--- config.mk ---
export PLATFORM = sky130hd
export DESIGN_NAME = ldpc2l_enc
export DESIGN_NICKNAME = d
export VERILOG_FILES = /design/src/rtl/ldpc2l_pkg.sv /design/src/rtl/ldpc2l_proj.sv /design/src/rtl/ldpc2l_acc.sv /design/src/rtl/ldpc2l_ctrl.sv /design/src/rtl/ldpc2l_enc.sv
export SDC_FILE = /design/constraint.sdc
export NUM_CORES = 1
export LEC_CHECK = 0
export BUFFER_PORTS_ARGS = -buffer_cell sky130_fd_sc_hd__buf_2
export CAP_MARGIN = 10
export CORE_ASPECT_RATIO = 1.25
export CORE_MARGIN = 2
export CORE_UTILIZATION = 53
export CTS_CLUSTER_SIZE = 8
export DETAILED_ROUTE_END_ITERATION = 8
export PLACE_DENSITY = 0.88
export SLEW_MARGIN = 20
export SYNTH_ARGS = -nofsm -noshare
export SYNTH_HDL_FRONTEND = slang
export SYNTH_SLANG_ARGS = --single-unit
--- constraint.sdc ---
create_clock -name clk -period 3.5 [get_ports clk]
set_input_delay 0.7 -clock clk [delete_from_list [all_inputs] [get_ports clk]]
set_output_delay 0.7 -clock clk [all_outputs]
set_load 0.01 [all_outputs]
--- src/rtl/ldpc2l_pkg.sv ---
package ldpc2l_pkg;

   // Column index of tap j on row r of a layer's sparse part.
   function automatic int h_col(input int r, input int j, input int step,
                                input int ofs, input int kh);
      return (r + j * step + ofs) % kh;
   endfunction

   // Log2 ceiling, at least 1, for counter widths.
   function automatic int cnt_w(input int n);
      int w;
      w = 1;
      while ((1 << w) < n) w++;
      return w;
   endfunction

endpackage

--- src/rtl/ldpc2l_proj.sv ---
module ldpc2l_proj #(
   parameter int KH    = 16,
   parameter int MH    = 16,
   parameter int ROW_W = 3,
   parameter int STEP  = 5,
   parameter int OFS   = 0,
   localparam int RW   = ldpc2l_pkg::cnt_w(MH)
) (
   input  logic [KH-1:0] own_i,
   input  logic [KH-1:0] other_i,
   input  logic [RW-1:0] row_i,
   output logic          bit_o
);
   logic [MH-1:0] row_bits;

   for (genvar r = 0; r < MH; r++) begin : g_row
      logic [ROW_W-1:0] taps;
      for (genvar j = 0; j < ROW_W; j++) begin : g_tap
         localparam int COL = ldpc2l_pkg::h_col(r, j, STEP, OFS, KH);
         assign taps[j] = own_i[COL];
      end
      // identity link: row r also covers bit r of the other half
      assign row_bits[r] = (^taps) ^ other_i[r];
   end

   always_comb begin
      bit_o = 1'b0;
      for (int r = 0; r < MH; r++)
         if (row_i == RW'(r)) bit_o = row_bits[r];
   end

endmodule

--- src/rtl/ldpc2l_acc.sv ---
module ldpc2l_acc #(
   parameter int MH  = 16,
   localparam int RW = ldpc2l_pkg::cnt_w(MH)
) (
   input  logic          clk,
   input  logic          rst_n,
   input  logic          clr_i,
   input  logic          en_i,
   input  logic [RW-1:0] row_i,
   input  logic          proj_i,
   output logic [MH-1:0] par_o
);
   logic [MH-1:0] par_q;
   logic          acc_q;
   logic          nxt;

   assign nxt = acc_q ^ proj_i;

   always_ff @(posedge clk or negedge rst_n) begin
      if (!rst_n) begin
         par_q <= '0;
         acc_q <= 1'b0;
      end else if (clr_i) begin
         par_q <= '0;
         acc_q <= 1'b0;
      end else if (en_i) begin
         for (int r = 0; r < MH; r++)
            if (row_i == RW'(r)) par_q[r] <= nxt;
         acc_q <= nxt;
      end
   end

   assign par_o = par_q;

   // a clear leaves an empty accumulator and parity field
   a_r2_clear: assert property (@(posedge clk) disable iff (!rst_n)
      clr_i |=> (acc_q == 1'b0) && (par_q == '0));

   // the running bit always equals the previous parity bit
   a_r3_running_bit: assert property (@(posedge clk) disable iff (!rst_n)
      (en_i && row_i != '0 && !clr_i) |-> acc_q == par_q[row_i - RW'(1)]);

   // first row starts from zero
   a_r4_first_row_zero: assert property (@(posedge clk) disable iff (!rst_n)
      (en_i && row_i == '0 && !clr_i) |-> acc_q == 1'b0);

endmodule

--- src/rtl/ldpc2l_ctrl.sv ---
module ldpc2l_ctrl #(
   parameter int MH  = 16,
   localparam int RW = ldpc2l_pkg::cnt_w(MH)
) (
   input  logic          clk,
   input  logic          rst_n,
   input  logic          start_i,
   output logic          load_o,
   output logic          step_o,
   output logic [RW-1:0] row_o,
   output logic          busy_o,
   output logic          done_o
);
   logic          busy_q;
   logic          done_q;
   logic [RW-1:0] row_q;
   logic          last;

   assign last   = (row_q == RW'(MH - 1));
   assign load_o = start_i && !busy_q;
   assign step_o = busy_q;

   always_ff @(posedge clk or negedge rst_n) begin
      if (!rst_n) begin
         busy_q <= 1'b0;
         done_q <= 1'b0;
         row_q  <= '0;
      end else begin
         done_q <= 1'b0;
         if (load_o) begin
            busy_q <= 1'b1;
            row_q  <= '0;
         end else if (busy_q) begin
            if (last) begin
               busy_q <= 1'b0;
               done_q <= 1'b1;
               row_q  <= '0;
            end else begin
               row_q <= row_q + RW'(1);
            end
         end
      end
   end

   assign row_o  = row_q;
   assign busy_o = busy_q;
   assign done_o = done_q;

   // done is a single pulse
   a_r5_done_pulse: assert property (@(posedge clk) disable iff (!rst_n)
      done_q |=> !done_q);

   // finishing the last row raises done and drops busy
   a_r5_done_after_last: assert property (@(posedge clk) disable iff (!rst_n)
      (busy_q && last) |=> (done_q && !busy_q));

   // a start during a run does not rewind the row counter
   a_r6_no_restart: assert property (@(posedge clk) disable iff (!rst_n)
      (busy_q && !last && start_i) |=> (busy_q && row_q == $past(row_q) + RW'(1)));

   // done never overlaps busy
   a_r5_done_idle: assert property (@(posedge clk) disable iff (!rst_n)
      done_q |-> !busy_q);

endmodule

--- src/rtl/ldpc2l_enc.sv ---
module ldpc2l_enc #(
   parameter int KI    = 32,
   parameter int MP    = 32,
   parameter int ROW_W = 3,
   parameter int STEP1 = 5,
   parameter int OFS1  = 0,
   parameter int STEP2 = 3,
   parameter int OFS2  = 7
) (
   input  logic             clk,
   input  logic             rst_n,
   input  logic             start_i,
   input  logic [KI-1:0]    info_i,
   output logic             busy_o,
   output logic             done_o,
   output logic [KI+MP-1:0] code_o
);
   localparam int KH = KI / 2;
   localparam int MH = MP / 2;
   localparam int RW = ldpc2l_pkg::cnt_w(MH);

   // elaboration-time parameter checks
   if (KI % 2 != 0 || MP % 2 != 0) begin : g_bad_even
      $error("KI and MP must be even");
   end
   if (MH > KH || MH < 2) begin : g_bad_link
      $error("identity links need 2 <= MP/2 <= KI/2");
   end
   if (ROW_W < 1 || ROW_W > 4) begin : g_bad_roww
      $error("ROW_W must be 1..4");
   end
   if ((ROW_W - 1) * STEP1 >= KH || (ROW_W - 1) * STEP2 >= KH ||
       STEP1 < 1 || STEP2 < 1) begin : g_bad_step
      $error("row taps must be distinct columns");
   end

   logic          load;
   logic          step;
   logic [RW-1:0] row;
   logic [KI-1:0] info_q;
   logic          pj1, pj2;
   logic [MH-1:0] par1, par2;

   ldpc2l_ctrl #(.MH(MH)) u_ctrl (
      .clk    (clk),
      .rst_n  (rst_n),
      .start_i(start_i),
      .load_o (load),
      .step_o (step),
      .row_o  (row),
      .busy_o (busy_o),
      .done_o (done_o)
   );

   always_ff @(posedge clk or negedge rst_n) begin
      if (!rst_n)    info_q <= '0;
      else if (load) info_q <= info_i;
   end

   ldpc2l_proj #(.KH(KH), .MH(MH), .ROW_W(ROW_W), .STEP(STEP1), .OFS(OFS1)) u_proj1 (
      .own_i  (info_q[KH-1:0]),
      .other_i(info_q[KI-1:KH]),
      .row_i  (row),
      .bit_o  (pj1)
   );

   ldpc2l_proj #(.KH(KH), .MH(MH), .ROW_W(ROW_W), .STEP(STEP2), .OFS(OFS2)) u_proj2 (
      .own_i  (info_q[KI-1:KH]),
      .other_i(info_q[KH-1:0]),
      .row_i  (row),
      .bit_o  (pj2)
   );

   ldpc2l_acc #(.MH(MH)) u_acc1 (
      .clk   (clk),
      .rst_n (rst_n),
      .clr_i (load),
      .en_i  (step),
      .row_i (row),
      .proj_i(pj1),
      .par_o (par1)
   );

   ldpc2l_acc #(.MH(MH)) u_acc2 (
      .clk   (clk),
      .rst_n (rst_n),
      .clr_i (load),
      .en_i  (step),
      .row_i (row),
      .proj_i(pj2),
      .par_o (par2)
   );

   assign code_o = {par2, par1, info_q};

   // the information field only changes on an accepted start
   a_r8_info_hold: assert property (@(posedge clk) disable iff (!rst_n)
      !load |=> $stable(info_q));

   // nothing moves while idle without a start
   a_r8_idle_hold: assert property (@(posedge clk) disable iff (!rst_n)
      (!busy_o && !load) |=> $stable(code_o));

endmodule

Yosys cells after proc, flatten, opt, wreduce, memory -nomap -nowiden:

Index checks and enable logic that the tools add are counted.

* equality and inequality tests: 15
* muxes and demuxes: 81
* bitwise gates (word level): 34
* add/sub/neg operators: 1
* reduce and logical (&&, ||, !) cells: 68

Operators with widths (number)
* 3-bit XOR reduction: 32
* 1-bit two-way mux: 74
* 16-bit two-way mux: 4
* 2-bit nonzero test: 17
* 1-bit bitwise XOR: 34
* 4-bit == test, second input constant: 8
* 2-bit AND reduction: 16
* 4-bit by 3-bit == test with 1-bit output, second input constant: 4
* 4-bit two-way mux: 3
* 4-bit by 2-bit == test with 1-bit output, second input constant: 2
* 4-bit by 1-bit adder with 4-bit output, second input constant: 1
* 4-bit by 1-bit == test with 1-bit output, second input constant: 1
* 4-bit logical NOT: 1
* 1-bit logical AND: 1
* 1-bit logical NOT: 1

* output and inout port bits: 66
* logic and storage cells: 237
* register bits after elaboration: 72
* input bits: 35

Logic depth before layout (Yosys ltp):

* depth in word-level cells: 22
* gate-level depth with buffers: 11
* gate-level depth less buffers: 10

By module:

From an unflattened synthesis, not the netlist that was laid out.

* cell total of the unflattened synthesis: 405
* area total of the unflattened synthesis: 4565.6 um^2

By module, submodules not included
* ldpc2l_acc: cells an instance 84, seq. area each 425.4 um^2, area each 895.9 um^2, times used 2
* ldpc2l_enc: cells an instance 68, seq. area each 800.8 um^2, area each 1345.0 um^2, times used 1
* ldpc2l_proj at u_proj2: cells an instance 76, seq. area each 0.0 um^2, area each 593.1 um^2, times used 1
* ldpc2l_proj at u_proj1: cells an instance 64, seq. area each 0.0 um^2, area each 535.5 um^2, times used 1
* ldpc2l_ctrl: cells an instance 29, seq. area each 150.1 um^2, area each 300.3 um^2, times used 1

Worst setup path after synthesis:

Ideal clock, no wire load.

* path type: flip-flop to flip-flop
* from: register u_ctrl.row_q[0] (netlist: u_ctrl.row_o[0])
* to: register u_acc1.par_q[10] (netlist: u_acc1.par_o[10])
* path buffers: 2
* data required time: 3.381 ns
* period minus slack after synthesis: 2.488 ns
* library setup time: 0.119 ns
* stages on the path, launching flop included: 11
* setup slack: 1.012 ns
* arrival: 2.369 ns
* cells stage by stage: dfrtp_1 ha_1 buf_2 nand2b_1 or3_1 o211a_1 nor3b_4 a221o_1 nor2_4 buf_12 o21ai_2

* cells in the longest elaborated chain, start to end: 21
* elaborated cells between the ends (all ways): 38

Ends and longest elaborated chain
* from (decl): RTL line ldpc2l_ctrl.sv:16 `logic [RW-1:0] row_q;`
* from (signal assigned): RTL line ldpc2l_ctrl.sv:39 `row_q <= row_q + RW'(1);`
* 4-bit logical NOT: RTL line ldpc2l_proj.sv:29 `if (row_i == RW'(r)) bit_o = row_bits[r];`
* 1-bit two-way mux (16 in series): RTL line ldpc2l_proj.sv:29
* 1-bit bitwise XOR: RTL line ldpc2l_acc.sv:17 `assign nxt = acc_q ^ proj_i;`
* 1-bit two-way mux: RTL line ldpc2l_acc.sv:28 `if (row_i == RW'(r)) par_q[r] <= nxt;`
* 16-bit two-way mux: RTL line ldpc2l_acc.sv:26 `end else if (en_i) begin`
* 16-bit two-way mux: RTL line ldpc2l_acc.sv:23 `end else if (clr_i) begin`
* to (signal, indexed assignment): RTL line ldpc2l_acc.sv:28
* to (decl): RTL line ldpc2l_acc.sv:13 `logic [MH-1:0] par_q;`

Parallel ways exist; a longest one is shown, timed or not. The select of a mux whose other input is x is not followed.
A chain may end at the register's enable or synchronous reset.

Worst setup path after layout:

* from: register u_ctrl.row_q[0] (netlist: u_ctrl.row_o[0])
* to: register u_acc2.par_q[5] (netlist: u_acc2.par_o[5])

* cells in the longest elaborated chain, start to end: 21
* elaborated cells between the ends (all ways): 38

Ends and longest elaborated chain (RTL line)
* 4-bit logical NOT: ldpc2l_proj.sv:29
* 1-bit two-way mux (16 in series): ldpc2l_proj.sv:29
* 1-bit bitwise XOR: ldpc2l_acc.sv:17
* 1-bit two-way mux: ldpc2l_acc.sv:28
* 16-bit two-way mux: ldpc2l_acc.sv:26
* 16-bit two-way mux: ldpc2l_acc.sv:23
* to (signal, indexed assignment): ldpc2l_acc.sv:28
* to (decl): ldpc2l_acc.sv:13

Parallel ways exist; a longest one is shown, timed or not. The select of a mux whose other input is x is not followed.

==> results by stage <==
Power and ir drop:
- The clock network fraction of total power is 9.7%.
- The sequential group share of total power is 28.7%.
- The peak supply drop is 0.0007520 V.
- In this run the power spent charging and discharging nets is 2.947 mW.
- The power after layout is 6.193 mW.
- The portion of total power attributed to combinational logic is 61.6%.
- The internal power is 3.246 mW.
- Dividing total power by cell area gives a power density of 1269 mW/mm^2.
- The switching share of power is 47.58%.
- The cell leakage power is 2.209 nW.

Detailed routing:
- The total wirelength of the detailed-routed design is 10.06 mm.
- The detailed router placed 3,334 vias in this run.
- The remaining routing DRC violations is 0.
- The antenna violation net count after detailed routing is 0.
- In the final routed layout, each cell accounts on average for 16.98 um.
- The first detailed-routing pass took 4 iterations.
- In this run, the number of DRC markers left after iteration 0 of detailed routing was 218.
- Using the TritonRoute via totals, the vias-per-cell ratio works out to 5.632.

Clock network:
- TritonCTS built the clock tree.
- Clock-pin slew was measured on the worst setup and hold paths at 0.07 ns.
- The clock passes through at most 2 buffers.
- The number of levels the H-tree was split into is 3.
- For this design, the CTS-stage hold fixing added 0 buffers.
- The tree built by TritonCTS fans out to 72 sinks.
- The number of setup buffers added after CTS is 0.
- Buffers inserted during clock tree synthesis total 9.
- In this run the clock root is driven by a sky130_fd_sc_hd__clkbuf_8.
- The post-CTS resize count is 0.
- For the worst-skew pair, the clock arrives at the later sink with an insertion delay of 0.35 ns.

STA:
- At the pin with the least slew margin, the transition time is 0.9416 ns.
- The maximum clock frequency is 343.5 MHz.
- The headroom to the max-slew limit is 37.23%.
- The summed negative setup slack over all endpoints is 0 ns.
- The worst-case clock skew is 0.007538 ns.
- The number of max-slew violations in the final report was 0.
- The final count of negative-setup-slack endpoints is 0.
- The time the final worst path needs with I/O delays and setup is 2.911 ns.
- The post-route fraction of the period consumed by the critical path is 83.17%.
- Setup repair after global routing left no endpoint under its margin.
- The hold violation total from the final report is 0.

Flow run:
- Max-cap violations in this run came to 0.

Synthesis:
- The number of distinct standard cells referenced by the synthesized netlist is 55.
- The netlist area before placement is 0.004173 mm^2.
- The number of nets in the synthesized netlist is 443.
- Of the post-synthesis cell area, the part taken by muxes is 8.636%.
- The synthesized netlist devotes 12.65% of its cell area to compound gates.
- The post-synthesis average cell area is 10.33 um^2.
- The synthesized flop and latch total is 72.
- The number of warning messages in the yosys log is 0.
- By area, the combinational part of the netlist is dominated by XOR/XNOR gates.
- The share of synthesized area in the top cell type comes to 43.18%.
- The synthesized design contains 0 enable-type register cells.
- Summing the areas of all fa, ha and maj instances in the mapped netlist gives 1.199% of the synthesized area.
- The area share of xor/xnor cells in the synthesized design is 18.59%.
- The simple-gate share of the synthesized area is 11.75%.
- The cell type with the largest total area after synthesis is sky130_fd_sc_hd__dfrtp_1.
- In the synthesized netlist the async set-or-reset flop fraction comes to 100.0%.
- The instance count of the mapped netlist is 404.
- The most common flop cell mapped by yosys is sky130_fd_sc_hd__dfrtp_1.
- Summing the sequential cell areas from Yosys gives 43.18% of the chip area.
- By area the synthesized netlist is led by sky130_fd_sc_hd__dfrtp_1 43%, sky130_fd_sc_hd__xnor2_1 14%, sky130_fd_sc_hd__mux2_2 8.6%.

Cells and area:
- The number of fillers in the final layout is 635.
- The post-route netlist has 34.81% of its cells at a drive strength greater than 1.
- The count of nets after finishing is 533.
- The most frequent standard cell in the layout excluding fill and tap cells is sky130_fd_sc_hd__buf_2.
- Registers take 0.001802 mm^2.
- Summing all multi-input logic gate instances after layout gives 0.002207 mm^2.
- At the end of the flow the core is filled with cells to 63.39%.
- The number of antenna diodes in the final layout is 0.
- In the layout the commonest cells are 100 x sky130_fd_sc_hd__buf_2, 72 x sky130_fd_sc_hd__dfrtp_1, 68 x sky130_fd_sc_hd__xnor2_1.
- Compared with the post-synthesis result, the final layout area differs by 17.00%.

Place:
- At the end of routability-driven placement, the weighted congestion stood at 0.9717.
- The placed wire-length estimate after detailed placement is 7.765 mm.
- The count of input and output buffers is 100.

Global routing:
- The first global-routing pass estimated 16.24 mm of wire.
- Summed over all layers, the global routing overflow is 0.
- The total track usage is 24.14%.
- The maximum number of pins on one net before global-route repair is 45.
- The number of global-route vias before repair came to 3,281.
- The initial antenna violation count was 0.

Worst setup path:
- The kind of start point of the critical path is a flop.
- The path type of the worst setup path is reg -> reg.
- The signal on the critical path passes through inv_1 -> ha_1 -> buf_4 -> or2_2 -> a221oi_1 -> o41ai_1 -> a211oi_1 -> nor2_1 -> xnor2_2 -> o21ai_0.
- The dominant delay contributor by cell family on the critical path is compound AO/OA/AOI/OAI gates.
- The endpoint class of the critical path is a flop.
- In this run the worst path has a maximum fanout of 17.
- The required time of the critical path is 3.70 ns.
- The maximum single-stage delay on the critical path is 0.56 ns.
- The critical path's slowest cell is sky130_fd_sc_hd__xnor2_2.
- The number of buffers and inverters on the critical path is 2.
- The worst endpoint data arrival time is 3.11 ns.

Floorplanning:
- The die covers 0.008604 mm^2.
- The floorplan die width is 83.37 um.
- The top-level I/O count is 101.
- The initial core utilization is 54.17%.
- The region available for standard cell placement spans 0.007702 mm^2.
- The die outline height is 103.2 um.
- The initialized floorplan defines 36 standard-cell rows.

Hold path:
- The path class of the lowest-slack min-delay path is in -> async.

Outcome:
- The run finished with clean final reports.
-- metrics by stage --
step | worst slack [ns] | hold slack [ns] | instances | cell area (um^2)
floorplan | 1.012 | 0.4044 | 404 | 4173
global placement | 0.6591 | 0.4769 | 578 | 4707
detailed placement | 0.6142 | 0.4853 | 578 | 4707
CTS | 0.6084 | 0.4994 | 592 | 4882
global route | 0.2925 | 0.5328 | 592 | 4882
finish | 0.5890 | 0.4892 | 592 | 4882
-- final cells by class --
class / instances / area share, %
Clock inverter: 4 / 0.9739
Multi-Input combinational cell: 297 / 45.21
Timing Repair Buffer: 107 / 11.33
Inverter: 7 / 0.5382
Sequential cell: 72 / 36.90
Tap cell: 95 / 2.435
Clock buffer: 10 / 2.614
-- sequential cells by signal, indices dropped and copies added (netlist names) --
name and count:
info_q 32, u_acc1.acc_q 1, u_acc1.par_o 16, u_acc2.acc_q 1
u_acc2.par_o 16, u_ctrl.busy_o 1, u_ctrl.done_o 1, u_ctrl.row_o 4
-- per-layer routing --
layer | up-vias | global-route usage (%) | routed length, um
li1 | 1580 | - | -
met1 | 1592 | 28.17 | 4029
met2 | 136 | 43.67 | 5134
met3 | 26 | 4.762 | 595
met4 | 0 | 10.72 | 295
met5 | - | 0 | 0
-- power groups by stage --
| stage | sequential [mW] | clock, mW | combinational (mW) |
|---|---|---|---|
| CTS | 1.77 | 0.614 | 3.81 |
| detailed placement | 1.79 | 0 | 3.79 |
| global placement | 1.76 | 0 | 3.76 |
| finish | 1.78 | 0.603 | 3.81 |
| global route | 1.84 | 0.656 | 4.14 |
| floorplan | 1.71 | 0 | 2.90 |
-- final timing paths --
kind,from,end,slack [ns],cells after the start
max,u_ctrl.row_o[0],u_acc2.par_o[5],0.59,10
min,rst_n,u_acc2.par_o[7],0.49,1
max reg2reg,u_ctrl.row_o[0],u_acc2.par_o[5],0.59,10
min reg2reg,u_acc2.par_o[3],u_acc2.par_o[3],0.49,2
max in group asynchronous,rst_n,info_q[24],2.09,2
min in group clk,u_acc2.par_o[3],u_acc2.par_o[3],0.49,2
-- cell usage after synthesis, drive strengths merged (2+ instances only) --
master / count
nor3: 2
and3: 3
ha: 4
nand2b: 3
nor2b: 2
a221o: 2
a21oi: 7
o221ai: 2
a221oi: 2
o32ai: 2
mux2: 32
nand3: 43
nor2: 16
nor4: 2
inv: 7
xor2: 17
a31oi: 3
o31ai: 2
buf: 13
or2: 2
o21ai: 45
xnor2: 69
dfrtp: 72
clkbuf: 15
nand2: 17
-- cell families (layout without fill, tap and decap cells) --
| group | Yosys count | count (layout) |
|---|---|---|
| flops | 72 | 72 |
| compound gates | 79 | 79 |
| fa+ha+maj | 4 | 4 |
| xor+xnor | 86 | 86 |
| mux | 32 | 32 |
| simple gates | 96 | 96 |
| buf+inv | 35 | 128 |
(Power assumes the default switching activity.)
